[config.mk]
export PLATFORM = sky130hd
export DESIGN_NAME = rst_supervisor
export DESIGN_NICKNAME = d
export VERILOG_FILES = /design/src/rtl/sup_pkg.sv /design/src/rtl/sup_sync2.sv /design/src/rtl/sup_wd_timer.sv /design/src/rtl/sup_pulse_gen.sv /design/src/rtl/rst_supervisor.sv
export SDC_FILE = /design/constraint.sdc
export NUM_CORES = 1
export LEC_CHECK = 0
export BUFFER_PORTS_ARGS = -buffer_cell sky130_fd_sc_hd__buf_2
export CAP_MARGIN = 20
export CORE_MARGIN = 4
export CORE_UTILIZATION = 55
export CTS_CLUSTER_DIAMETER = 40
export DETAILED_ROUTE_END_ITERATION = 10
export PLACE_DENSITY_LB_ADDON = 0.15
export SLEW_MARGIN = 20
export SYNTH_ARGS = -nofsm -noshare
export SYNTH_HDL_FRONTEND = slang
export SYNTH_SLANG_ARGS = --single-unit
[constraint.sdc]
create_clock -name clk -period 2.5 [get_ports clk]
set_input_delay 0.25 -clock clk [delete_from_list [all_inputs] [get_ports clk]]
set_output_delay 0.25 -clock clk [all_outputs]
set_load 0.05 [all_outputs]
[src/rtl/sup_pkg.sv]
// Package: shared types for the reset supervisor.
// Assumes: nothing beyond IEEE 1800-2017.
package sup_pkg;

    // Cause selected for (re)starting the reset pulse, in priority order.
    typedef enum logic [1:0] {
        TRIG_NONE = 2'd0,
        TRIG_WDOG = 2'd1,
        TRIG_PWR  = 2'd2
    } trig_e;

    // Picks the dominant trigger; a supply failure always wins.
    function automatic trig_e pick_trig(input logic pwr_bad, input logic wd_exp);
        if (pwr_bad)
            return TRIG_PWR;
        else if (wd_exp)
            return TRIG_WDOG;
        else
            return TRIG_NONE;
    endfunction

endpackage

[src/rtl/sup_sync2.sv]
// Module: sup_sync2
// Two-stage synchroniser for a vector of independent asynchronous bits.
// Assumes: the bits are unrelated, so no bus coherency is needed; the
// reset value of each bit is given by RST_VAL.
module sup_sync2 #(
    parameter int          W       = 2,
    parameter logic [W-1:0] RST_VAL = '0
) (
    input  logic         clk,
    input  logic         rst_n,
    input  logic [W-1:0] d_async,
    output logic [W-1:0] q_sync
);

    logic [W-1:0] stage1;
    logic [W-1:0] stage2;

    // Two flops per bit to let metastability settle.
    always_ff @(posedge clk) begin
        if (!rst_n) begin
            stage1 <= RST_VAL;
            stage2 <= RST_VAL;
        end else begin
            stage1 <= d_async;
            stage2 <= stage1;
        end
    end

    assign q_sync = stage2;

endmodule

[src/rtl/sup_wd_timer.sv]
// Module: sup_wd_timer
// Watchdog timeout counter with edge-based kicking.
// Assumes: lvl_s and flt_s are already synchronous; hold is high while the
// reset pulse is active, and the count stays at zero during that time.
// It raises a one-cycle expire when TIMEOUT_CYC cycles pass with no kick.
module sup_wd_timer #(
    parameter int TIMEOUT_CYC = 200_000_000
) (
    input  logic clk,
    input  logic rst_n,
    input  logic lvl_s,
    input  logic flt_s,
    input  logic hold,
    output logic expire
);

    localparam int WW = $clog2(TIMEOUT_CYC + 1);
    localparam logic [WW-1:0] LAST = WW'(TIMEOUT_CYC - 1);

    logic          lvl_prev;
    logic          flt_prev;
    logic [WW-1:0] wcnt;
    logic          enabled;
    logic          kick;
    logic          at_last;

    // Watchdog runs only while the pin is actively driven.
    assign enabled = !flt_s;

    // Kick on any level change, or on the pin becoming driven.
    assign kick = (lvl_s != lvl_prev) || (flt_prev && !flt_s);

    // Current count is the final one of the timeout window.
    assign at_last = (wcnt == LAST);

    // Timeout pulse when the last count passes with nothing interfering.
    assign expire = enabled && !hold && !kick && at_last;

    // Remember the previous synchronised pin state for edge detection.
    always_ff @(posedge clk) begin
        if (!rst_n) begin
            lvl_prev <= 1'b0;
            flt_prev <= 1'b1;
        end else begin
            lvl_prev <= lvl_s;
            flt_prev <= flt_s;
        end
    end

    // Timeout counter: cleared by hold, disable, kick or expiry.
    always_ff @(posedge clk) begin
        if (!rst_n) begin
            wcnt <= '0;
        end else if (hold || !enabled || kick || at_last) begin
            wcnt <= '0;
        end else begin
            wcnt <= wcnt + 1'b1;
        end
    end

    AST_WD_BOUND: assert property (@(posedge clk) disable iff (!rst_n)
        wcnt <= LAST);
    AST_HOLD_CLEARS: assert property (@(posedge clk) disable iff (!rst_n)
        hold |=> (wcnt == '0));
    AST_KICK_CLEARS: assert property (@(posedge clk) disable iff (!rst_n)
        (kick && !$isunknown(kick)) |=> (wcnt == '0));
    AST_FLOAT_IDLE: assert property (@(posedge clk) disable iff (!rst_n)
        flt_s |=> (wcnt == '0));

endmodule

[src/rtl/sup_pulse_gen.sv]
// Module: sup_pulse_gen
// Reset pulse generator with a minimum active length.
// Assumes: pwr_good is synchronous to clk and wd_expire is a one-cycle
// strobe. Each trigger clears the count, so a pulse always lasts the full
// PULSE_CYC cycles from the last cycle that asserted a trigger.
module sup_pulse_gen
    import sup_pkg::*;
#(
    parameter int PULSE_CYC = 17_500_000
) (
    input  logic clk,
    input  logic rst_n,
    input  logic pwr_good,
    input  logic wd_expire,
    output logic rst_active
);

    localparam int PW = $clog2(PULSE_CYC + 1);
    localparam logic [PW-1:0] LAST = PW'(PULSE_CYC - 1);

    logic [PW-1:0] pcnt;
    trig_e         trig;

    // Select the winning trigger for this cycle.
    assign trig = pick_trig(!pwr_good, wd_expire);

    // Pulse state: retrigger restarts, otherwise count to release.
    always_ff @(posedge clk) begin
        if (!rst_n) begin
            rst_active <= 1'b1;
            pcnt       <= '0;
        end else begin
            case (trig)
                TRIG_PWR, TRIG_WDOG: begin
                    rst_active <= 1'b1;
                    pcnt       <= '0;
                end
                default: begin
                    if (rst_active) begin
                        if (pcnt == LAST) begin
                            rst_active <= 1'b0;
                            pcnt       <= '0;
                        end else begin
                            pcnt <= pcnt + 1'b1;
                        end
                    end
                end
            endcase
        end
    end

    AST_PWRFAIL_HOLD: assert property (@(posedge clk) disable iff (!rst_n)
        !pwr_good |=> rst_active);
    AST_PULSE_BOUND: assert property (@(posedge clk) disable iff (!rst_n)
        pcnt <= LAST);
    AST_NO_EARLY_RELEASE: assert property (@(posedge clk) disable iff (!rst_n)
        (rst_active && pcnt < LAST) |=> rst_active);
    AST_QUIET_IN_PULSE: assert property (@(posedge clk) disable iff (!rst_n)
        rst_active |-> !wd_expire);
    AST_RESTART_ON_TRIG: assert property (@(posedge clk) disable iff (!rst_n)
        (!pwr_good || wd_expire) |=> (pcnt == '0));

endmodule

[src/rtl/rst_supervisor.sv]
// Module: rst_supervisor
// Top of the reset supervisor. Synchronises the watchdog pin bits, runs the
// watchdog timer and drives the registered active-low processor reset.
// Assumes: pwr_good is already synchronous; rst_n resets only this block.
module rst_supervisor #(
    parameter int TIMEOUT_CYC = 200_000_000,
    parameter int PULSE_CYC   = 17_500_000
) (
    input  logic clk,
    input  logic rst_n,
    input  logic pwr_good,
    input  logic wd_level,
    input  logic wd_float,
    output logic sys_rst_n
);

    localparam int SYNC_W = 2;
    localparam logic [SYNC_W-1:0] SYNC_RST = 2'b10; // {float, level}

    logic [SYNC_W-1:0] pin_s;
    logic              wd_expire;
    logic              rst_active;

    sup_sync2 #(
        .W       (SYNC_W),
        .RST_VAL (SYNC_RST)
    ) u_sync (
        .clk     (clk),
        .rst_n   (rst_n),
        .d_async ({wd_float, wd_level}),
        .q_sync  (pin_s)
    );

    sup_wd_timer #(
        .TIMEOUT_CYC (TIMEOUT_CYC)
    ) u_wd (
        .clk    (clk),
        .rst_n  (rst_n),
        .lvl_s  (pin_s[0]),
        .flt_s  (pin_s[1]),
        .hold   (rst_active),
        .expire (wd_expire)
    );

    sup_pulse_gen #(
        .PULSE_CYC (PULSE_CYC)
    ) u_pulse (
        .clk        (clk),
        .rst_n      (rst_n),
        .pwr_good   (pwr_good),
        .wd_expire  (wd_expire),
        .rst_active (rst_active)
    );

    // Output is the inverted registered pulse state.
    assign sys_rst_n = !rst_active;

    AST_EXPIRE_RESETS: assert property (@(posedge clk) disable iff (!rst_n)
        wd_expire |=> !sys_rst_n);
    AST_PWR_RESETS: assert property (@(posedge clk) disable iff (!rst_n)
        !pwr_good |=> !sys_rst_n);

endmodule

Yosys cells after proc, flatten, opt, wreduce, memory -nomap -nowiden. Cells that the tools add are included.

Input bits: 5. Output and inout bits: 1. Logic and storage cells: 33. Bits in registers: 60.

Muxes and demuxes: 5. Equality and inequality tests: 5. Reductions and logical operators: 13. Bitwise gates (word level): 1. Add/subtract/negate cells: 2.

Operator list (count): adder 28 x 1 -> 28 bit (second input constant) (1); equality test 28 bit (second input constant) (1); adder 25 x 1 -> 25 bit (second input constant) (1); equality test 25 bit (second input constant) (1); 2-to-1 mux 25 bit (1); logical AND 1 bit (4); logical OR 1 bit (4); logical NOT 1 bit (3); 2-to-1 mux 1 bit (3); OR reduction 3 bit (1); equality test 2 x 1 -> 1 bit (second input constant) (1); equality test 2 bit (second input constant) (1); 2-to-1 mux 2 bit (1); OR reduction 2 bit (1); inequality test 1 bit (1); inverter 1 bit (1).

Longest topological paths before layout. Gate-level depths: netlist (run 1).

Depth after elaboration: 10. Gate-level depth with buffers: 7. Depth with buffers taken out: 5.

Cells and area by module. Synthesis (run 1) repeated with hierarchy kept, for this count alone.

Cells, all modules: 335. Area total of the unflattened synthesis: 2957.8 sq um.

By module, submodules not included: sup_wd_timer (area an instance 1468.9 sq um, times used 1, cells an instance 174); sup_pulse_gen (area an instance 1380.1 sq um, times used 1, cells an instance 152); sup_sync2 (area an instance 105.1 sq um, times used 1, cells an instance 8); rst_supervisor (area an instance 3.8 sq um, times used 1, cells an instance 1).

Worst setup path after synthesis (run 1). Ideal clock, no wire load.

Path type: register -> register. Start point: register u_wd.wcnt[0]. End point: register u_wd.wcnt[26]. Arrival: 1975 ps. Setup slack: 459 ps. Cell stages (with the launch flop): 7. Buffers on the path: 1. Path through: dfxtp_1 ha_1 nand4_1 or4_4 buf_6 or4_4 a21oi_2.

Longest elaborated chain between the ends: 3. Elaborated cells between the ends (all ways): 4. Those cells by class: add/sub: 1; eq/ne: 1; reduce/logical: 2.

RTL lines: start, declared (line sup_wd_timer.sv:22) `logic [WW-1:0] wcnt;`; start signal, assigned (line sup_wd_timer.sv:57) `wcnt <= wcnt + 1'b1;`; branches (longest 3 deep; another with adder 28 x 1 -> 28 bit).

Parallel ways; which one is timed is not known. A chain may end at the register's enable or synchronous reset.

Worst setup path in the final report (run 1).
Start point: register u_pulse.pcnt[7]. End point: register u_pulse.pcnt[24].

Longest elaborated chain between the ends: 2. Elaborated cells between the ends (all ways): 3. Those cells by class: add/sub: 1; eq/ne: 1; mux: 1.

RTL lines: start, declared (line sup_pulse_gen.sv:21) `logic [PW-1:0] pcnt;`; start signal, assigned (line sup_pulse_gen.sv:44) `pcnt <= pcnt + 1'b1;`; adder 25 x 1 -> 25 bit / equality test 25 bit (equally long branches) (line sup_pulse_gen.sv:44, sup_pulse_gen.sv:40); 2-to-1 mux 25 bit (*) (line sup_pulse_gen.sv:40) `if (pcnt == LAST) begin`.

Every way passes the cells marked *; elsewhere a longest branch is shown, timed or not.

==> results of run 1 <==
cell type report:
type	count	share of cell area
well taps	67	0.02653
flip-flops and latches	60	0.3802
clock inverters	4	0.03089
inverters	8	0.009505
repair buffers	11	0.02218
clock buffers	11	0.04475
multi-input cells	235	0.4859
power groups by stage:
| stage | Combinational (mW) | Clock (mW) | Sequential [mW] |
|---|---|---|---|
| 2_1_floorplan | 0.0127 | 0 | 0.985 |
| 3_3_place_gp | 0.0210 | 0 | 0.985 |
| 3_5_place_dp | 0.0214 | 0 | 0.985 |
| 4_1_cts | 0.0216 | 1.07 | 0.964 |
| 5_1_grt | 0.0247 | 1.12 | 0.964 |
| 6_report | 0.0214 | 1.05 | 0.964 |
metal layers:
layer / routed length (um) / GRT usage
met2: 2419 / 0.2938
met4: 114 / 0.1186
met5: 0 / 0
met3: 200 / 0.05418
met1: 2606 / 0.2477
state kept, by name (all words and copies together) (netlist names):
register            count
u_sync.stage1           2
u_pulse.pcnt           25
u_wd.wcnt              28
u_wd.flt_prev           1
u_sync.q_sync           2
u_pulse.rst_active      1
u_wd.lvl_prev           1
worst max-delay path, delay by kind of cell (launching register included):
kind / cells / cell delay, ns
flip-flops: 1 / 0.44
AND/OR/NAND/NOR: 3 / 1.38
AO/OA/AOI/OAI: 1 / 0.23
cells in the mapped netlist, types with 3 or more instances:
| cell | count |
|---|---|
| nand4_1 | 13 |
| and2_1 | 3 |
| inv_1 | 8 |
| dfxtp_1 | 60 |
| nand3_1 | 19 |
| a21oi_1 | 13 |
| and3_1 | 6 |
| nor2_1 | 19 |
| nor4_1 | 6 |
| xor2_1 | 13 |
| clkbuf_1 | 9 |
| o21ai_0 | 7 |
| nand2_1 | 22 |
| and4_1 | 5 |
| nor4b_1 | 3 |
| o31ai_1 | 16 |
| xnor2_1 | 14 |
| a211oi_1 | 11 |
| or4_1 | 16 |
| or3_1 | 8 |
| nor3_1 | 20 |
| nand2b_1 | 5 |
path summary, 6_finish.rpt:
check / to / slack, ns / cells past startpoint
hold reg to reg: u_sync.q_sync[1]$_SDFF_PN1_ / 0.41 / 1
setup reg to reg: u_pulse.pcnt[24]$_SDFFE_PP0P_ / 0.37 / 4
setup / recovery: u_pulse.pcnt[24]$_SDFFE_PP0P_ / 0.37 / 4
hold / removal: u_sync.stage1[1]$_SDFF_PN1_ / 0.09 / 2
cells by family after synthesis:
| family | Yosys count | share of synthesized area |
|---|---|---|
| AO/OA/AOI/OAI | 52 | 0.1249 |
| XOR/XNOR | 27 | 0.08434 |
| adder cells (fa/ha/maj) | 2 | 0.008923 |
| buffers and inverters | 21 | 0.03302 |
| flip-flops | 60 | 0.4284 |
| AND/OR/NAND/NOR | 154 | 0.3204 |
through the flow:
step           hold WS [ns]  power, mW    util  worst slack [ns]
2_1_floorplan        0.3230     0.9973       -            0.4590
3_3_place_gp         0.4015      1.006  0.6062            0.4461
3_5_place_dp         0.3978      1.007  0.6062            0.3770
4_1_cts             0.08192      2.058  0.6558            0.3872
5_1_grt             0.09851      2.111  0.6558            0.1871
6_report            0.09209      2.035  0.6558            0.3689
==> impl_metrics.ini, run 1 <==
[place]
numPortBuffers = 5
placed_cells = 381
dp_hpwl_mm = 3.585
routabilityCongestion = 0.7931
placed_area_um2 = 2920

[sta]
tightest_slew_ns = 0.4954
tns_ns = 0
hold_viol = 0
period_share = 0.8525
period_minus_slack_ns = 2.131
setup_violations = 0
clock_skew_ns = 0.009549
rsz0062_at_grt = no
fmax_ghz = 0.4692
finalMaxSlewViolations = 0
slew_headroom = 0.6697

[synth]
synthTopCellsByArea = dfxtp_1, xnor2_1, o31ai_1
synth_top_area_cell = dfxtp_1
synth_flop_cell = dfxtp_1
synth-async-reset-ratio = 0
netlist_instances = 316
ys_seq_area_frac = 0.4284
syn_area_um2 = 2804
synth.distinct_cells = 39
yosysWarnings = 0
synth_edf_count = 0
synth_nets = 323
syn_area_per_cell_um2 = 8.873
yosysTopAreaCellShare = 0.4284
ys_ff_latch = 60

[clocking]
ctsHoldBuffers = 0
root_buffer = clkbuf_8
cts_htree_levels = 3
clock-sinks = 60
insertion_delay_ns = 0.34
cts_tree = yes
cts_buffers = 9
clock_path_buffers = 2
path_clk_slew_ns = 0.07
post_cts_buffers = 0
cts_resized = 0

[pwr]
p_int_mw = 1.654
pwr-share-seq = 0.474
p_leak_nw = 0.9426
peakVddDrop_v = 0.0004092
swShare = 0.1872
p_per_area_nw_per_um2 = 644.2
power_frac_comb = 0.011
clockPowerShare = 0.516
p_switching_mw = 0.3810

[global_routing]
grt_max_degree = 29
grt_first_pass_wirelength_mm = 9.570
grt_use_total = 0.1953
grt_overflow = 0
grt_pass1_vias = 2120
grt_antenna_before_repair = 0

[route]
avgRoutedWirePerCell_um = 13.48
wirelength_mm = 5.339
dr.pass1.iters = 4
vias_per_cell = 5.836
ant_nets = 0
vias = 2311
drtIter0Drc = 106
drc = 0

[worst_setup_path]
worstPathCellList = nand4_2, or3_1, or4_1, a211oi_1
startpoint = u_pulse.pcnt[7]$_SDFFE_PP0P_
critPathRequiredTime_ns = 2.76
reg2reg_from = u_pulse.pcnt[7]$_SDFFE_PP0P_
cpPeakStageDelay_ns = 0.64
arrival_ns = 2.39
critical_path_class = register to register
endpoint_kind = register
cp_slowest_cell = or3_1
path_max_fanout = 18
worstSetupStartpointType = register

[finish]
fill_cells = 398
diodes = 0
final_common_cell = dfxtp_1
layout_common_cells = dfxtp_1, nand2_1, nor3_1
drive_gt1_frac = 0.1064
instances_no_fill = 396
regArea_um2 = 1201
syn2layout_area_growth_pct = 12.67
multi_input_area_um2 = 1535
fin_nets = 332
fin_area_um2 = 3159

[floorplan]
rows = 25
core_um2 = 4817
die_area_um2 = 6304
initial_core_util = 0.5821
io_pins = 6
die_w_um = 79.40
die_h_um = 79.40

[hold_path]
worstHoldStart = wd_float
min-delay-path-class = input pin to register

[flow_run]
drv_cap = 0

[outcome]
status = completed
No activity file was read; power rests on OpenSTA's default activity.
==> run 2, diff against run 1 <==
Settings changed: SYNTH_HIERARCHICAL from default to 1.
==> impl_metrics.ini, run 2 <==
[outcome]
status = completed

[finish]
top_register = u_wd/wcnt
largest_reg_flops = 28
fin_area_um2 = 3232
syn2layout_area_growth_pct = 9.264
fin_nets = 350
regArea_um2 = 1201
diodes = 0
drive_gt1_frac = 0.1182
multi_input_area_um2 = 1622
layout_common_cells = dfxtp_1, nand4_1, nor2_1
largestRegisters = u_wd/wcnt (28), u_pulse/pcnt (25)
final_common_cell = dfxtp_1
fill_cells = 459

[sta]
clock_skew_ns = 0.003467
setup_violations = 0
tns_ns = 0
period_share = 0.8626
period_minus_slack_ns = 2.156
tightest_slew_ns = 0.5107
slew_headroom = 0.6569
fmax_ghz = 0.4637
finalMaxSlewViolations = 0
rsz0062_at_grt = no
hold-worst-slack_ns = 0.1123
hold_viol = 0

[synth]
synth_nets = 342
synth_top_family_by_area = simple AND/OR/NAND/NOR gates
synth.distinct_cells = 44
synthTopCellsByArea = dfxtp_1, nand4_1, xnor2_1
syn_area_um2 = 2958
synthMuxAreaShare = 0
synth_edf_count = 0
synth-async-reset-ratio = 0
synth-adder-area-share = 0.008460
synth-compound-area-share = 0.1277
ys_seq_area_frac = 0.4061
yosys.area_share.xor_xnor = 0.07403
yosysTopAreaCellShare = 0.4061
netlist_instances = 335
yosysWarnings = 6
synth_flop_cell = dfxtp_1
synth.most_common_cell = dfxtp_1
synth_top_area_cell = dfxtp_1
synth_common_cells = dfxtp_1, nand4_1, nor2_1, nand2_1, nand3_1
ys_ff_latch = 60
syn_area_per_cell_um2 = 8.829
synth-simple-area-share = 0.3380

[pwr]
p_int_mw = 1.448
power_frac_comb = 0.013
p_switching_mw = 0.3857
p_per_area_nw_per_um2 = 567.3
p_leak_nw = 0.9498
finalPower_mw = 1.833
peakVddDrop_v = 0.0003076
swShare = 0.2104
pwr-share-seq = 0.526
clockPowerShare = 0.461

[place]
dp_hpwl_mm = 4.184
numPortBuffers = 5
routabilityCongestion = 0.8842
placed_area_um2 = 3042

[clocking]
clock-sinks = 60
path_clk_slew_ns = 0.07
cts_buffers = 9
cts_htree_levels = 3
root_buffer = clkbuf_8
cts_resized = 0
ctsHoldBuffers = 0
clock_path_buffers = 2
insertion_delay_ns = 0.33
post_cts_buffers = 0
cts_tree = yes

[hold_path]
min-delay-path-class = input pin to register

[global_routing]
grt_overflow = 0
grt_antenna_before_repair = 0
grt_pass1_vias = 2246
grt_max_degree = 27
grt_use_total = 0.2086
grt_first_pass_wirelength_mm = 10.70

[worst_setup_path]
endpoint_kind = register
cp_slowest_cell = or4b_2
crit_buf_inv = 1
critical_path_class = register to register
cp_top_family = simple AND/OR/NAND/NOR gates
arrival_ns = 2.37
cpPeakStageDelay_ns = 0.65
critPathRequiredTime_ns = 2.71
path_max_fanout = 26
worstPathCellList = or4b_2, nor4_1, nand4_1, nor3_1, nand3b_1, buf_12, a211oi_1
worstSetupStartpointType = register

[floorplan]
initial_core_util = 0.5718
rows = 26
core_um2 = 5172
die_h_um = 81.34
die_w_um = 81.34
die_area_um2 = 6615
io_pins = 6

[route]
ant_nets = 0
drc = 0
dr.pass1.iters = 5
drtIter0Drc = 143
vias_per_cell = 6.058
vias = 2526
wirelength_mm = 6.066
avgRoutedWirePerCell_um = 14.55

[flow_run]
drv_cap = 0
-- run 2: changes by cell type after synthesis, sizes merged, moves of 3 or more --
| cell | change |
|---|---|
| and4 | +5 |
| buf | +7 |
| clkbuf | -5 |
| inv | +3 |
| nand4 | +9 |
| nor2 | +3 |
| nor3 | -3 |
| o21ai | +4 |
| o31ai | -4 |
-- run 2: metrics by stage --
stage	util	cells	setup WS, ns
after floorplan	-	335	0.1926
after global placement	0.5881	402	0.4190
after detailed placement	0.5881	402	0.3731
after CTS	0.6248	417	0.3589
after global routing	0.6248	417	0.2405
final	0.6248	417	0.3436
-- run 2: worst register-to-register path: stages (launching register included) --
cell,delay [ns]
dfxtp_1,0.38
or4b_2,0.65
nor4_1,0.26
nand4_1,0.12
nor3_1,0.18
nand3b_1,0.18
buf_12,0.19
a211oi_1,0.07
-- run 2: kinds of logic (layout without fill, tap and decap cells) --
logic type / count (synthesis) / count (layout)
simple gates: 165 / 165
flops: 60 / 60
compound gates: 57 / 57
buf+inv: 26 / 38
xor+xnor: 25 / 25
fa+ha+maj: 2 / 2
-- run 2: power by group through the flow --
stage / clock network, mW / logic [mW] / registers [mW]
2_1_floorplan: 0 / 0.0126 / 0.985
3_3_place_gp: 0 / 0.0231 / 0.986
3_5_place_dp: 0 / 0.0239 / 0.986
4_1_cts: 0.872 / 0.0240 / 0.964
5_1_grt: 0.923 / 0.0262 / 0.964
6_report: 0.846 / 0.0236 / 0.964
-- run 2: worst paths after layout --
| check | end | cells past startpoint | slack [ns] | start |
|---|---|---|---|---|
| setup reg to reg | u_pulse/pcnt[16]$_SDFFE_PP0P_ | 7 | 0.34 | u_wd/wcnt[12]$_SDFF_PP0_ |
| setup / recovery | u_pulse/pcnt[16]$_SDFFE_PP0P_ | 7 | 0.34 | u_wd/wcnt[12]$_SDFF_PP0_ |
| hold / removal | u_sync/stage1[0]$_SDFF_PN0_ | 2 | 0.11 | wd_level |
| hold reg to reg | u_sync/q_sync[1]$_SDFF_PN1_ | 1 | 0.42 | u_sync/stage1[1]$_SDFF_PN1_ |
-- run 2: cell type report --
| cell class | count | share of cell area |
|---|---|---|
| clock buffer | 10 | 0.04259 |
| sequential | 60 | 0.3717 |
| timing repair buffer | 12 | 0.02787 |
| inverter | 11 | 0.01278 |
| clock inverter | 5 | 0.01626 |
| tap | 70 | 0.02710 |
| multi-input combinational | 249 | 0.5017 |
-- run 2: routing by layer --
metal / part of all wire / track usage / wire, um / up-vias
li1: - / - / - / 1291
met1: 0.52 / 0.2984 / 3154 / 1194
met5: 0 / 0 / 0 / -
met2: 0.44 / 0.2956 / 2654 / 39
met4: 0.0038 / 0.05405 / 23 / 0
met3: 0.039 / 0.07317 / 234 / 2
